**config.mk**
```make
export PLATFORM = sky130hd
export DESIGN_NAME = osc_activity_check
export DESIGN_NICKNAME = d
export VERILOG_FILES = /design/src/rtl/osc_chk_pkg.sv /design/src/rtl/osc_chk_sync.sv /design/src/rtl/osc_chk_timer.sv /design/src/rtl/osc_activity_check.sv
export SDC_FILE = /design/constraint.sdc
export NUM_CORES = 1
export LEC_CHECK = 0
export CORE_ASPECT_RATIO = 1.5
export CORE_UTILIZATION = 50
export CTS_CLUSTER_SIZE = 40
export DETAILED_ROUTE_END_ITERATION = 12
export GPL_TIMING_DRIVEN = 0
export PLACE_DENSITY = 0.81
export SLEW_MARGIN = 10
export SYNTH_ARGS = -nofsm -noshare
export SYNTH_HDL_FRONTEND = slang
export SYNTH_SLANG_ARGS = --single-unit
```
**constraint.sdc**
```tcl
create_clock -name clk -period 2.38 [get_ports clk]
set_input_delay 0.476 -clock clk [delete_from_list [all_inputs] [get_ports clk]]
set_output_delay 0.476 -clock clk [all_outputs]
set_load 0.1 [all_outputs]
```
**src/rtl/osc_chk_pkg.sv**
```systemverilog
package osc_chk_pkg;
  typedef enum logic [1:0] {
    ST_IDLE   = 2'd0,
    ST_SETTLE = 2'd1,
    ST_WINDOW = 2'd2
  } osc_chk_state_e;
endpackage

```
**src/rtl/osc_chk_sync.sv**
```systemverilog
module osc_chk_sync #(
  parameter int W = 8
) (
  input  logic         clk,
  input  logic         rst_n,
  input  logic [W-1:0] gray_async_i,
  output logic [W-1:0] bin_o
);
  logic [W-1:0] meta_q, stab_q;

  always_ff @(posedge clk) begin
    if (!rst_n) begin
      meta_q <= '0;
      stab_q <= '0;
    end else begin
      meta_q <= gray_async_i;
      stab_q <= meta_q;
    end
  end

  // Gray to binary conversion: each binary bit is the XOR of all Gray bits at or above it
  always_comb begin
    for (int i = 0; i < W; i++) begin
      bin_o[i] = ^(stab_q >> i);
    end
  end
endmodule

```
**src/rtl/osc_chk_timer.sv**
```systemverilog
module osc_chk_timer #(
  parameter int TW = 13
) (
  input  logic          clk,
  input  logic          rst_n,
  input  logic          clr_i,
  input  logic [TW-1:0] limit_i,
  output logic          last_o
);
  logic [TW-1:0] cnt_q;

  always_ff @(posedge clk) begin
    if (!rst_n)     cnt_q <= '0;
    else if (clr_i) cnt_q <= '0;
    else            cnt_q <= cnt_q + 1'b1;
  end

  assign last_o = (cnt_q == limit_i - 1'b1);

  // the counter never runs past the selected limit
  p_tmr_bound_r3: assert property (@(posedge clk) disable iff (!rst_n)
    cnt_q < limit_i);
endmodule

```
**src/rtl/osc_activity_check.sv**
```systemverilog
module osc_activity_check
  import osc_chk_pkg::*;
#(
  parameter int CNT_W      = 8,
  parameter int WINDOW_CYC = 5000,
  parameter int SETTLE_CYC = 3
) (
  input  logic             clk,
  input  logic             rst_n,
  input  logic             start_i,
  input  logic [CNT_W-1:0] slow_cnt_gray_i,
  output logic             count_force_o,
  output logic             done_o,
  output logic             fail_o,
  output logic             attach_en_o
);
  localparam int MAXC = (WINDOW_CYC > SETTLE_CYC) ? WINDOW_CYC : SETTLE_CYC;
  localparam int TW   = $clog2(MAXC + 1);

  osc_chk_state_e  state_q;
  logic [CNT_W-1:0] cnt_bin, snap_q;
  logic [TW-1:0]    tmr_lim;
  logic             tmr_clr, tmr_last;

  osc_chk_sync #(.W(CNT_W)) u_sync (
    .clk          (clk),
    .rst_n        (rst_n),
    .gray_async_i (slow_cnt_gray_i),
    .bin_o        (cnt_bin)
  );

  assign tmr_lim = (state_q == ST_SETTLE) ? TW'(SETTLE_CYC) : TW'(WINDOW_CYC);
  assign tmr_clr = (state_q == ST_IDLE) || tmr_last;

  osc_chk_timer #(.TW(TW)) u_tmr (
    .clk     (clk),
    .rst_n   (rst_n),
    .clr_i   (tmr_clr),
    .limit_i (tmr_lim),
    .last_o  (tmr_last)
  );

  always_ff @(posedge clk) begin
    if (!rst_n) begin
      state_q       <= ST_IDLE;
      snap_q        <= '0;
      count_force_o <= 1'b0;
      done_o        <= 1'b0;
      fail_o        <= 1'b0;
      attach_en_o   <= 1'b0;
    end else begin
      done_o <= 1'b0;
      unique case (state_q)
        ST_IDLE: if (start_i) begin
          state_q       <= ST_SETTLE;
          count_force_o <= 1'b1;
          fail_o        <= 1'b0;
          attach_en_o   <= 1'b0;
        end
        ST_SETTLE: if (tmr_last) begin
          snap_q  <= cnt_bin;
          state_q <= ST_WINDOW;
        end
        ST_WINDOW: if (tmr_last) begin
          fail_o        <= (cnt_bin == snap_q);
          attach_en_o   <= (cnt_bin != snap_q);
          count_force_o <= 1'b0;
          done_o        <= 1'b1;
          state_q       <= ST_IDLE;
        end
        default: state_q <= ST_IDLE;
      endcase
    end
  end

  // an accepted start raises the force in the next cycle
  p_force_on_start_r2: assert property (@(posedge clk) disable iff (!rst_n)
    (state_q == ST_IDLE && start_i) |=> count_force_o);
  // force is released when the result is reported
  p_force_release_r2: assert property (@(posedge clk) disable iff (!rst_n)
    done_o |-> !count_force_o);
  // done is a single-cycle pulse
  p_done_pulse_r5: assert property (@(posedge clk) disable iff (!rst_n)
    done_o |=> !done_o);
  // result held between checks
  p_fail_hold_r5: assert property (@(posedge clk) disable iff (!rst_n)
    (!done_o && !count_force_o) |-> $stable(fail_o));
  // attach enable is the inverse of fail when reported
  p_attach_fail_r6: assert property (@(posedge clk) disable iff (!rst_n)
    done_o |-> (attach_en_o != fail_o));
  // a start during a check does not disturb the force output
  p_busy_ignore_r7: assert property (@(posedge clk) disable iff (!rst_n)
    (state_q == ST_WINDOW && !tmr_last && start_i) |=> count_force_o);
endmodule

```
==> results of run 1 <==
flip-flops by register name, summed over array words and instances (netlist names):
signal and flops:
u_tmr.cnt_q 13, u_sync.stab_q 8, snap_q 8, attach_en_o 1, count_force_o 1, state_q 2
u_sync.meta_q 8, fail_o 1, done_o 1
how the worst max path moves through the flow:
stage               depth (start not counted)                  endpoint
floorplan                                   6  attach_en_o$_SDFFE_PN0P_
global placement                            7  attach_en_o$_SDFFE_PN0P_
detailed placement                          7  attach_en_o$_SDFFE_PN0P_
CTS                                         1             count_force_o
global route                                1               attach_en_o
finish                                      1             count_force_o
cell families after synthesis:
group | synth area share (%)
multiplexers | 3.46
buffers and inverters | 2.54
adder cells (fa/ha/maj) | 0.706
XOR/XNOR | 13.0
flip-flops | 48.6
AO/OA/AOI/OAI | 8.12
AND/OR/NAND/NOR | 23.6
where the power goes:
group          switching, µW  internal, µW  total (µW)  leakage (µW)
clock network            244           418         662     0.0000644
logic                   66.5          62.8         129      0.000392
registers               10.1           736         746      0.000351
total                    321          1220        1540      0.000807
cell type report:
| cell class | instances | area share [%] |
|---|---|---|
| multi-input cells | 130 | 41.4 |
| repair buffers | 13 | 6.22 |
| flip-flops and latches | 43 | 41.1 |
| inverters | 3 | 0.538 |
| well taps | 42 | 2.51 |
| plain buffers | 8 | 1.61 |
| clock inverters | 3 | 3.23 |
| clock buffers | 5 | 3.29 |
metrics by stage:
| stage | setup slack [ns] | instances |
|---|---|---|
| floorplan | 0.385 | 184 |
| global placement | 0.152 | 239 |
| global route | 0.0442 | 247 |
| detailed placement | 0.178 | 239 |
| CTS | 0.111 | 247 |
| finish | 0.130 | 247 |
cell usage in the layout, fill, tap and decap left out, types with 2 or more instances in the layout:
master / synthesis / routed
clkbuf_8: 0 / 5
nor3_1: 3 / 3
mux2i_1: 5 / 5
or3_1: 4 / 4
bufinv_16: 0 / 2
o21bai_1: 2 / 2
and3_1: 6 / 6
nor2_1: 22 / 22
inv_1: 3 / 3
xnor2_1: 5 / 5
a211oi_1: 3 / 3
nand4_1: 2 / 2
nand2b_1: 2 / 2
a21oi_1: 8 / 8
nand2_1: 8 / 8
clkbuf_1: 5 / 5
nor2b_1: 2 / 2
o21ai_0: 6 / 6
or4_1: 2 / 2
dfxtp_1: 43 / 43
buf_2: 3 / 3
nand3_1: 4 / 4
xor2_1: 14 / 14
clkdlybuf4s50_1: 0 / 13
and2_1: 17 / 17
per-layer routing:
| metal | vias up | global-route usage (%) | share of wire (%) |
|---|---|---|---|
| li1 | 658 | - | - |
| met1 | 582 | 17.5 | 43 |
| met2 | 25 | 29.2 | 51 |
| met3 | 8 | 4.44 | 2.9 |
| met4 | 0 | 12.7 | 3.1 |
| met5 | - | 0 | 0 |
==> flow_summary.ini, run 1 <==
[placement]
place_congestion = 0.777
portBuffers = 13
place_hpwl_um = 1960
place_area_um2 = 1960

[synth]
syn-cell-area_um2 = 1770
ys_ff_latch = 43
synth_common_cells = dfxtp_1, nor2_1, and2_1
syn_avg_cell_area_um2 = 9.64
syn_inst = 184
netlist.area_leader.share_pct = 48.6
synth_fp_nets = 196
ys_seq_area_share_pct = 48.6
ys_top_cells_by_area = dfxtp_1, xor2_1, and2_1, nor2_1, mux2i_1
yosysTopAreaCell = dfxtp_1
ys_warn_count = 0
postSynth.asyncResetShare_pct = 0
synth_edf_count = 0
yosysMostFrequentCell = dfxtp_1
synth_cell_types = 37
ys.flop_type = dfxtp_1

[clocking]
cts.clk_slew.worst_paths_ns = 0.08
clock-root-buffer = clkbuf_8
cts_tree = done
cts_sinks = 43
postCtsSetupBuffers = 0
cts_hold_buf = 0
cts_buffers = 5
h-tree-depth = 2
cts_resized = 0
clock_latency_ns = 0.29
clockBufferDepth = 2

[drt]
routed_via_density = 5.15
first_pass_iters = 4
drc = 0
wire_per_inst_um = 11.0
vias = 1273
ant_nets = 0
routed_wl_um = 2720
drt-initial-drc-count = 28

[power]
p_leak_uw = 0.000807
p_per_area_nw_per_um2 = 735
finalPower_uw = 1540
irDropWorstVdd_uv = 483

[finish]
regArea_um2 = 861
nets = 216
n_antenna_cell = 0
synthToLayoutAreaGrowth_pct = 18.0
drive_above_1_share_pct = 7.80
multi_input_area_um2 = 867
fill_cells = 301
final_core_util_pct = 61.8
final_area_um2 = 2090

[sta]
finalCritPeriodShare_pct = 94.5
fin_tns_setup_ns = 0
fmaxAchievable_mhz = 444
tightest_slew_ns = 0.960
whs_ns = 0.437
grt_setup_unrepaired = false
setup_viol = 0
hold_violations = 0
relSlewSlack_pct = 35.8
finalClockSkew_ns = 0.00634
finalCriticalPeriod_ns = 2.25
report.final.slew_viol_count = 0

[critical_path]
crit_slowest_cell = clkdlybuf4s50_1
arrival_ns = 1.77
cp-start-kind = flip-flop
worstPathRequired_ns = 1.90
path_cells = clkdlybuf4s50_1
reg2reg_depth = 6
max_stage_delay_ns = 1.13
crit_family = buffers and inverters
worstPathMaxFanout = 3
reg2reg_to = attach_en_o$_SDFFE_PN0P_
cp-startpoint = count_force_o$_SDFFE_PN0P_
reg2reg_slack_ns = 0.21
cp_num_buf_inv = 1
worstSetupEndpointType = output pin
crit_type = flip-flop to output pin
r2r-start = u_sync.stab_q[7]$_SDFF_PN0_

[global_route]
first_global_vias = 1168
grt_util_all_layers_pct = 16.9
antenna_found_initial = 0
grt_pass1_wl_um = 4740
grt_max_degree = 15
overflow = 0

[min_path]
hold_end = u_sync.stab_q[7]$_SDFF_PN0_
min_path_type = flip-flop to flip-flop
hp-start = u_sync.meta_q[7]$_SDFF_PN0_
hold_path_depth = 1

[floorplanning]
dieArea_um2 = 3790
io_pins = 15
die_h_um = 74.9
rows = 26
core_area_um2 = 3380
die_width_um = 50.6
start_util_pct = 52.4

[outcome]
status = completed

[job]
max-cap-violations = 0
No activity file was read; power rests on OpenSTA's default activity.
==> run 2: changes to the inputs <==
--- a/config.mk
+++ b/config.mk
@@ -6,6 +6,7 @@
 export NUM_CORES = 1
 export LEC_CHECK = 0
 export CORE_ASPECT_RATIO = 1.5
+export CORE_MARGIN = 1.5
 export CORE_UTILIZATION = 50
 export CTS_CLUSTER_SIZE = 40
 export DETAILED_ROUTE_END_ITERATION = 12
==> run 2 against run 1 <==
Die area increased by 3.3%. Power shrank 5.7%. Clock power fell by 14%. Cell area down 0.60%. Sequential power is essentially flat. Flip-flop and latch count did not move. Global-route usage up 0.87 points. Highest routed layer unchanged. Fmax barely moved. Largest cell class unchanged. Clock skew is essentially flat.
==> flow_summary.ini, run 2 (synthesized netlist as in run 1, its figures left out) <==
[floorplanning]
rows = 26
die_h_um = 75.9
die_width_um = 51.6
core_area_um2 = 3380
io_pins = 15
dieArea_um2 = 3920
start_util_pct = 52.4

[global_route]
grt_pass1_wl_um = 5240
grt_util_all_layers_pct = 17.8
first_global_vias = 1265
grt_max_degree = 14
overflow = 0
antenna_found_initial = 0

[critical_path]
arrival_ns = 1.77
crit_family = buffers and inverters
path_cells = clkdlybuf4s50_1
worstSetupEndpointType = output pin
crit_slowest_cell = clkdlybuf4s50_1
worstPathRequired_ns = 1.90
worstPathMaxFanout = 3
cp_num_buf_inv = 1
max_stage_delay_ns = 1.14
crit_type = flip-flop to output pin
cp-start-kind = flip-flop

[finish]
synthToLayoutAreaGrowth_pct = 17.3
n_antenna_cell = 0
top_register = u_tmr.cnt_q
layout_common_cells = dfxtp_1, nor2_1, and2_1, xor2_1, clkdlybuf4s50_1
nets = 216
largest_reg_flops = 13
final_common_cell = dfxtp_1
drive_above_1_share_pct = 8.29
final_core_util_pct = 61.5

[placement]
place_congestion = 0.815
portBuffers = 13
place_hpwl_um = 2120
place_ws_ns = 0.151

[job]
max-cap-violations = 0

[drt]
ant_nets = 0
vias = 1300
drc = 0
routed_wl_um = 2970
routed_via_density = 5.26
first_pass_iters = 4
wire_per_inst_um = 12.0
drt-initial-drc-count = 18

[sta]
worst_slack_ns = 0.130
grt_setup_unrepaired = false
hold_violations = 0
finalCritPeriodShare_pct = 94.5
finalClockSkew_ns = 0.00603
relSlewSlack_pct = 35.7
fmaxAchievable_mhz = 445
fin_tns_setup_ns = 0
setup_viol = 0
whs_ns = 0.430
report.final.slew_viol_count = 0
finalCriticalPeriod_ns = 2.25
tightest_slew_ns = 0.961

[power]
p_per_area_nw_per_um2 = 698
irDropWorstVdd_uv = 560
p_leak_uw = 0.000806

[clocking]
clock-root-buffer = clkbuf_8
cts.clk_slew.worst_paths_ns = 0.08
clockBufferDepth = 2
clock_latency_ns = 0.29
cts_buffers = 5
postCtsSetupBuffers = 0
h-tree-depth = 2
cts_tree = done
cts_sinks = 43

[min_path]
min_path_type = flip-flop to flip-flop

[outcome]
status = completed
## run 2: cell types whose count changed in the layout (fill, tap and decap cells not counted)
cell | before | now
bufinv_16 | 2 | 1
clkbuf_8 | 5 | 6
clkinv_2 | 0 | 1
clkinvlp_4 | 1 | 0
nor4b_1 | 1 | 0
nor4b_2 | 1 | 2
## run 2: what timing repair did
action | 4_1_cts | 5_1_grt
hold buffers | 0 | 0
endpoints found under the hold margin | 0 | 0
resized for setup | 0 | 1
endpoints found under the setup margin | 0 | 1
## run 2: per-stage QoR
step	total power [µW]	std cells	area [µm²]
after floorplan	859	184	1770
after detailed placement	896	239	1960
final	1450	247	2080
after global placement	891	239	1960
after global routing	1510	247	2080
after CTS	1470	247	2070
## run 2: final timing paths
kind,slack [ns],to,from,cells after the start
min,0.43,u_sync.stab_q[1]$_SDFF_PN0_,u_sync.meta_q[1]$_SDFF_PN0_,1
max reg2reg,0.19,attach_en_o$_SDFFE_PN0P_,u_sync.stab_q[7]$_SDFF_PN0_,6
max,0.13,count_force_o,count_force_o$_SDFFE_PN0P_,1
min reg2reg,0.43,u_sync.stab_q[1]$_SDFF_PN0_,u_sync.meta_q[1]$_SDFF_PN0_,1
## run 2: where the power goes
group | internal [µW] | leakage (µW) | switching (µW) | total (µW)
clock | 339 | 0.0000612 | 233 | 572
sequential | 736 | 0.000351 | 10.1 | 746
combinational | 63.0 | 0.000395 | 68.9 | 132
## run 2: final cells by class
type	count	area [µm²]
Sequential cell	43	861
Clock inverter	2	35.0
Tap cell	42	52.6
Inverter	3	11.3
Buffer	8	33.8
Multi-Input combinational cell	130	873
Clock buffer	6	82.6
Timing Repair Buffer	13	130
Fill cell	308	1300
## run 2: layer usage
| metal | part of all wire, % | GRT usage [%] |
|---|---|---|
| met5 | 0 | 0 |
| met4 | 2.4 | 9.21 |
| met3 | 2.8 | 4.72 |
| met2 | 51 | 30.1 |
| met1 | 43 | 19.6 |
==> run 3: changes to the inputs <==
--- a/config.mk
+++ b/config.mk
@@ -5,6 +5,7 @@
 export SDC_FILE = /design/constraint.sdc
 export NUM_CORES = 1
 export LEC_CHECK = 0
+export CAP_MARGIN = 15
 export CORE_ASPECT_RATIO = 1.5
 export CORE_MARGIN = 1.5
 export CORE_UTILIZATION = 50
==> results of run 3 <==
The final DEF is identical to that of run 2; final timing and power are the same.
